<file path="src/rtl/mla_pkg.sv">
package mla_pkg;

  typedef enum logic [1:0] {
    ST_IDLE  = 2'd0,
    ST_READ1 = 2'd1,
    ST_READ2 = 2'd2,
    ST_DONE  = 2'd3
  } mla_state_e;

  localparam logic [1:0] SZ_BYTE = 2'd0;
  localparam logic [1:0] SZ_HALF = 2'd1;
  localparam logic [1:0] SZ_WORD = 2'd2;

  // Access width in bytes for a size code; code 3 is treated as a word.
  function automatic int unsigned size_to_bytes(input logic [1:0] code);
    case (code)
      SZ_BYTE: return 1;
      SZ_HALF: return 2;
      default: return 4;
    endcase
  endfunction

endpackage

</file>
<file path="src/rtl/mla_access_decode.sv">
module mla_access_decode
  import mla_pkg::*;
#(
  parameter  int WB    = 4,
  localparam int OFF_W = $clog2(WB)
) (
  input  logic [OFF_W-1:0] offset,
  input  logic [1:0]       size,
  output logic [OFF_W:0]   nbytes,
  output logic             is_aligned,
  output logic             crosses
);

  logic [OFF_W-1:0] low_mask;
  logic [OFF_W:0]   span_end;

  always_comb begin
    nbytes   = (OFF_W+1)'(size_to_bytes(size));
    // For power-of-two sizes, address mod size is the low bits under size-1.
    low_mask = OFF_W'(nbytes - 1'b1);
    span_end = {1'b0, offset} + nbytes;
  end

  assign is_aligned = (offset & low_mask) == '0;
  assign crosses    = int'(span_end) > WB;

endmodule

</file>
<file path="src/rtl/mla_byte_gather.sv">
module mla_byte_gather #(
  parameter  int DATA_W = 32,
  localparam int WB     = DATA_W / 8,
  localparam int OFF_W  = $clog2(WB)
) (
  input  logic [DATA_W-1:0] lo_word,
  input  logic [DATA_W-1:0] hi_word,
  input  logic [OFF_W-1:0]  offset,
  input  logic [OFF_W:0]    nbytes,
  input  logic              big_endian,
  output logic [DATA_W-1:0] result
);

  logic [2*DATA_W-1:0] pair;
  logic [WB-1:0][7:0]  pick;

  assign pair = {hi_word, lo_word};

  // pick[k] is the byte at request address + k, taken from the two-word window.
  for (genvar k = 0; k < WB; k++) begin : g_pick
    logic [OFF_W:0] idx;
    logic [7:0]     pk;
    assign idx = (OFF_W+1)'(offset) + (OFF_W+1)'(k);
    always_comb begin
      pk = 8'h00;
      for (int j = 0; j < 2*WB; j++) begin
        if (int'(idx) == j) pk = pair[8*j +: 8];
      end
    end
    assign pick[k] = pk;
  end

  // Output lane j: little-endian takes pick[j]; big-endian takes pick[n-1-j].
  for (genvar j = 0; j < WB; j++) begin : g_lane
    logic [7:0] ln;
    always_comb begin
      ln = 8'h00;
      if (int'(nbytes) > j) begin
        if (!big_endian) begin
          ln = pick[j];
        end else begin
          for (int m = 0; m < WB; m++) begin
            if (int'(nbytes) == m + j + 1) ln = pick[m];
          end
        end
      end
    end
    assign result[8*j +: 8] = ln;
  end

endmodule

</file>
<file path="src/rtl/mla_load_unit.sv">
module mla_load_unit
  import mla_pkg::*;
#(
  parameter  int ADDR_W = 16,
  parameter  int DATA_W = 32,
  localparam int WB     = DATA_W / 8,
  localparam int OFF_W  = $clog2(WB)
) (
  input  logic              clk,
  input  logic              rst,
  input  logic              req_valid,
  input  logic [ADDR_W-1:0] req_addr,
  input  logic [1:0]        req_size,
  input  logic              req_big_endian,
  output logic              busy,
  output logic              mem_rd_en,
  output logic [ADDR_W-1:0] mem_rd_addr,
  input  logic              mem_rd_valid,
  input  logic [DATA_W-1:0] mem_rd_data,
  output logic              done,
  output logic [DATA_W-1:0] rd_data,
  output logic              aligned,
  output logic              misaligned
);

  mla_state_e        st;
  logic [OFF_W-1:0]  cap_off;
  logic [OFF_W:0]    cap_n;
  logic              cap_be;
  logic              cap_cross;
  logic              cap_aligned;
  logic [ADDR_W-1:0] base_addr;
  logic [DATA_W-1:0] word_lo;
  logic [DATA_W-1:0] word_hi;

  logic [OFF_W:0]    dec_n;
  logic              dec_aligned;
  logic              dec_cross;
  logic [ADDR_W-1:0] req_base;
  logic [DATA_W-1:0] merged;

  assign req_base = {req_addr[ADDR_W-1:OFF_W], {OFF_W{1'b0}}};

  mla_access_decode #(.WB(WB)) u_decode (
    .offset     (req_addr[OFF_W-1:0]),
    .size       (req_size),
    .nbytes     (dec_n),
    .is_aligned (dec_aligned),
    .crosses    (dec_cross)
  );

  mla_byte_gather #(.DATA_W(DATA_W)) u_gather (
    .lo_word    (word_lo),
    .hi_word    (word_hi),
    .offset     (cap_off),
    .nbytes     (cap_n),
    .big_endian (cap_be),
    .result     (merged)
  );

  always_ff @(posedge clk) begin
    if (rst) begin
      st          <= ST_IDLE;
      busy        <= 1'b0;
      done        <= 1'b0;
      mem_rd_en   <= 1'b0;
      mem_rd_addr <= '0;
      rd_data     <= '0;
      aligned     <= 1'b0;
      misaligned  <= 1'b0;
      cap_off     <= '0;
      cap_n       <= '0;
      cap_be      <= 1'b0;
      cap_cross   <= 1'b0;
      cap_aligned <= 1'b0;
      base_addr   <= '0;
      word_lo     <= '0;
      word_hi     <= '0;
    end else begin
      mem_rd_en <= 1'b0;
      done      <= 1'b0;
      case (st)
        ST_IDLE: begin
          if (req_valid) begin
            cap_off     <= req_addr[OFF_W-1:0];
            cap_n       <= dec_n;
            cap_be      <= req_big_endian;
            cap_cross   <= dec_cross;
            cap_aligned <= dec_aligned;
            base_addr   <= req_base;
            word_hi     <= '0;
            mem_rd_en   <= 1'b1;
            mem_rd_addr <= req_base;
            busy        <= 1'b1;
            st          <= ST_READ1;
          end
        end
        ST_READ1: begin
          if (mem_rd_valid) begin
            word_lo <= mem_rd_data;
            if (cap_cross) begin
              mem_rd_en   <= 1'b1;
              mem_rd_addr <= base_addr + ADDR_W'(WB);
              st          <= ST_READ2;
            end else begin
              st <= ST_DONE;
            end
          end
        end
        ST_READ2: begin
          if (mem_rd_valid) begin
            word_hi <= mem_rd_data;
            st      <= ST_DONE;
          end
        end
        ST_DONE: begin
          rd_data    <= merged;
          aligned    <= cap_aligned;
          misaligned <= !cap_aligned;
          done       <= 1'b1;
          busy       <= 1'b0;
          st         <= ST_IDLE;
        end
        default: st <= ST_IDLE;
      endcase
    end
  end

endmodule

</file>
<file path="config.mk">
export PLATFORM = sky130hd
export DESIGN_NAME = mla_load_unit
export DESIGN_NICKNAME = d
export VERILOG_FILES = /design/src/rtl/mla_pkg.sv /design/src/rtl/mla_access_decode.sv /design/src/rtl/mla_byte_gather.sv /design/src/rtl/mla_load_unit.sv
export SDC_FILE = /design/constraint.sdc
export NUM_CORES = 1
export LEC_CHECK = 0
export BUFFER_PORTS_ARGS = -buffer_cell sky130_fd_sc_hd__buf_2
export CORE_ASPECT_RATIO = 1.75
export CORE_MARGIN = 4
export CORE_UTILIZATION = 49
export CTS_BUF_LIST = sky130_fd_sc_hd__clkbuf_8 sky130_fd_sc_hd__clkbuf_16
export DETAILED_ROUTE_END_ITERATION = 12
export PLACE_DENSITY = 0.78
export SETUP_SLACK_MARGIN = 0.4
export SKIP_CTS_REPAIR_TIMING = 1
export SYNTH_ARGS = -nofsm -noshare
export SYNTH_HDL_FRONTEND = slang
export SYNTH_SLANG_ARGS = --single-unit
</file>
<file path="constraint.sdc">
create_clock -name clk -period 2.2 [get_ports clk]
set_input_delay 0 -clock clk [delete_from_list [all_inputs] [get_ports clk]]
set_output_delay 0 -clock clk [all_outputs]
set_load 0.01 [all_outputs]
</file>
==> metrics.txt <==
WL per Instance=20.4 um; Max clock buf depth=2; register clock-pin slew on the reported worst setup and hold paths=0.06 ns; net count reported at finish=1060; hold crit path type=in2reg; Least-Margin Pin Slew=0.567 ns; placed instance area=7970 um2; 1st-iter DRT viols=756; Post-Syn Instances=836; initial antenna violation count=0; worst-case vdd ir drop=0.992 mV; async set-reset flop share out of synthesis=0%; Final min period=1.87 ns; Area Growth Syn to Fin=30.9%; Die X=99.7 um; grt ovf=0; worst clock skew=0.00890 ns; CP arrival=2.15 ns; Seq pwr share=32.0%; row cnt=58; ant diodes=0; final WL=24.3 mm; clock sink total=131; status=finished, final reports clean; Worst Setup End Kind=flop; CTS Buf Count=17; Ports=108; area occupied by multi-input gates=4330 um2; CTS tree=done; Worst Setup Start Kind=flop; Hold Slack=0.0595 ns; Final period util=84.8%; # fillers=1061; global-route wire length before repair=34.5 mm; combinational fraction of design power=37.6%; clock power share=30.4%; Root Driver=clkbuf_16; P per Cell Area=1020 nW/um2; CP required=2.48 ns; gp weighted congestion=0.927; Total GRT Usage=25.5%; port buffer count=105; post-synthesis sequential area ratio=36.4%; final hold violations=0; die height=169 um; worst-path fanout max=6; share of post-route cells with drive strength above 1=27.2%; clock latency on the worst-skew pair=0.43 ns; post-DP HPWL=15.4 mm; 1st-pass router iterations=6; Finished Cell Area=9440 um2; core footprint=14400 um2; Max Cap Viol=0; Initial Util=49.9%; Setup CP Type=reg2reg; f_max=0.536 GHz; FF+latch count, synth=131; die area=16800 um2; storage element area=2640 um2; Max transition margin=62.2%; Power Internal=0.00600 W; Setup TNS Final=0 ns; Final WS setup=0.334 ns; via/cell ratio=6.35; Distinct cells, synth=68; leak pwr=3.53 nW; Final setup viols=0; largest net degree at the start of global routing=94; routed vias=7551; post-route ant nets=0; # DRC=0; P_sw=0.00362 W; Ys Warns=0; RSZ-0062 raised after global routing=true; vias in the first global route=6988; Post-synth EDFFs=0; Synth Flop Type=dfxtp_1; Final Max Slew Viols=0; Synth Cell Area=7210 um2; Mapped Avg Cell Area=8.63 um2; DP Worst Slack=-0.0449 ns; switch share=37.6%; CTS H-tree depth=4
critical path, cell delays in order, from the launching register on:
cell and delay (ns):
dfxtp_4 0.39, buf_4 0.15, mux4_2 0.57, nand2b_4 0.18, a222oi_1 0.32, a22oi_1 0.12
state kept, by name, indices dropped and copies added (netlist names), 2 cells and up:
signal,count
rd_data,32
word_lo,32
word_hi,24
base_addr,14
mem_rd_addr,14
cap_n,3
cap_off,2
st,2
cell families (layout without fill, tap and decap cells):
kind of cell | count (synthesis) | in the layout | share of synthesized area, %
XOR/XNOR | 6 | 6 | 0.729
flip-flops | 131 | 131 | 36.4
buffers and inverters | 90 | 262 | 5.78
multiplexers | 67 | 67 | 13.7
AO/OA/AOI/OAI | 252 | 252 | 24.0
adder cells (fa/ha/maj) | 9 | 9 | 1.67
AND/OR/NAND/NOR | 280 | 280 | 17.7
other | 1 | 2 | 0.0520
cell usage after synthesis (all sizes together), types with 3 or more instances:
cell	number	share of area, %
a211oi	8	0.83
nor3	7	0.49
dfxtp	131	36
o31ai	3	0.31
o21ai	18	1.2
nor2	50	2.6
ha	8	1.4
a221oi	12	1.5
a31oi	12	1.0
nor4	7	0.61
nand2	146	7.6
nand3b	5	0.52
nor3b	4	0.55
a22o	5	0.61
nand2b	15	1.3
mux2	6	0.94
inv	13	0.68
nor2b	8	0.69
a22oi	53	5.5
o221ai	5	0.61
clkbuf	53	2.8
a222oi	8	1.1
a211o	3	0.36
and2	6	0.52
nand3	14	0.97
a2bb2oi	3	0.36
nand4b	3	0.36
o211ai	21	2.2
xnor2	5	0.61
or2	3	0.26
a21oi	72	5.0
mux4	24	7.6
o31a	5	0.61
a21o	5	0.52
buf	24	2.3
o41ai	3	0.36
mux2i	37	5.2
or3	4	0.35
power by group through the flow:
stage,Sequential [W],Clock (W),Combinational (W)
2_1_floorplan,0.00302,0,0.00214
3_3_place_gp,0.00304,0,0.00293
3_5_place_dp,0.00306,0,0.00297
4_1_cts,0.00301,0.00294,0.00299
5_1_grt,0.00310,0.00304,0.00389
6_report,0.00308,0.00293,0.00362
area by class of cell:
class,count,area share (%)
Clock buffer,19,4.80
Clock inverter,13,1.56
Inverter,13,0.543
Multi-Input combinational cell,616,45.9
Sequential cell,131,27.9
Tap cell,180,2.39
Timing Repair Buffer,217,16.9
per-stage QoR:
stage,std cells,util [%],power (W)
2_1_floorplan,837,-,0.00515
4_1_cts,1118,59.3,0.00895
3_5_place_dp,1086,55.2,0.00603
3_3_place_gp,1086,55.2,0.00597
5_1_grt,1189,65.4,0.0100
6_report,1189,65.4,0.00962
path summary, 6_finish.rpt:
check,startpoint,endpoint,slack (ns),cells past startpoint
max,cap_off[0]$_SDFFE_PP0P_,rd_data[8]$_SDFFE_PP0P_,0.33,5
min,req_size[0],cap_n[0]$_SDFFE_PP0P_,0.06,5
max reg2reg,cap_off[0]$_SDFFE_PP0P_,rd_data[8]$_SDFFE_PP0P_,0.33,5
min reg2reg,rd_data[15]$_SDFFE_PP0P_,rd_data[15]$_SDFFE_PP0P_,0.45,2
placed cells by master (no fill, tap or decap), drive strengths merged, types with 5 or more instances in the layout:
cell type	n
a211oi	8
a21o	5
a21oi	72
a221oi	12
a222oi	8
a22o	5
a22oi	53
a31oi	12
and2	6
buf	165
clkbuf	21
dfxtp	131
dlygate4sd3	50
ha	8
inv	18
mux2	6
mux2i	37
mux4	24
nand2	146
nand2b	15
nand3	14
nand3b	5
nor2	50
nor2b	8
nor3	7
nor4	7
o211ai	21
o21ai	18
o221ai	5
o31a	5
xnor2	5
routing by layer:
metal  global-route usage [%]  part of all wire, %
met4                     16.7                  7.4
met5                        0                    0
met1                     27.1                   35
met2                     43.8                   52
met3                     6.39                  6.5
Note: power is estimated with default switching activity, not from simulation.
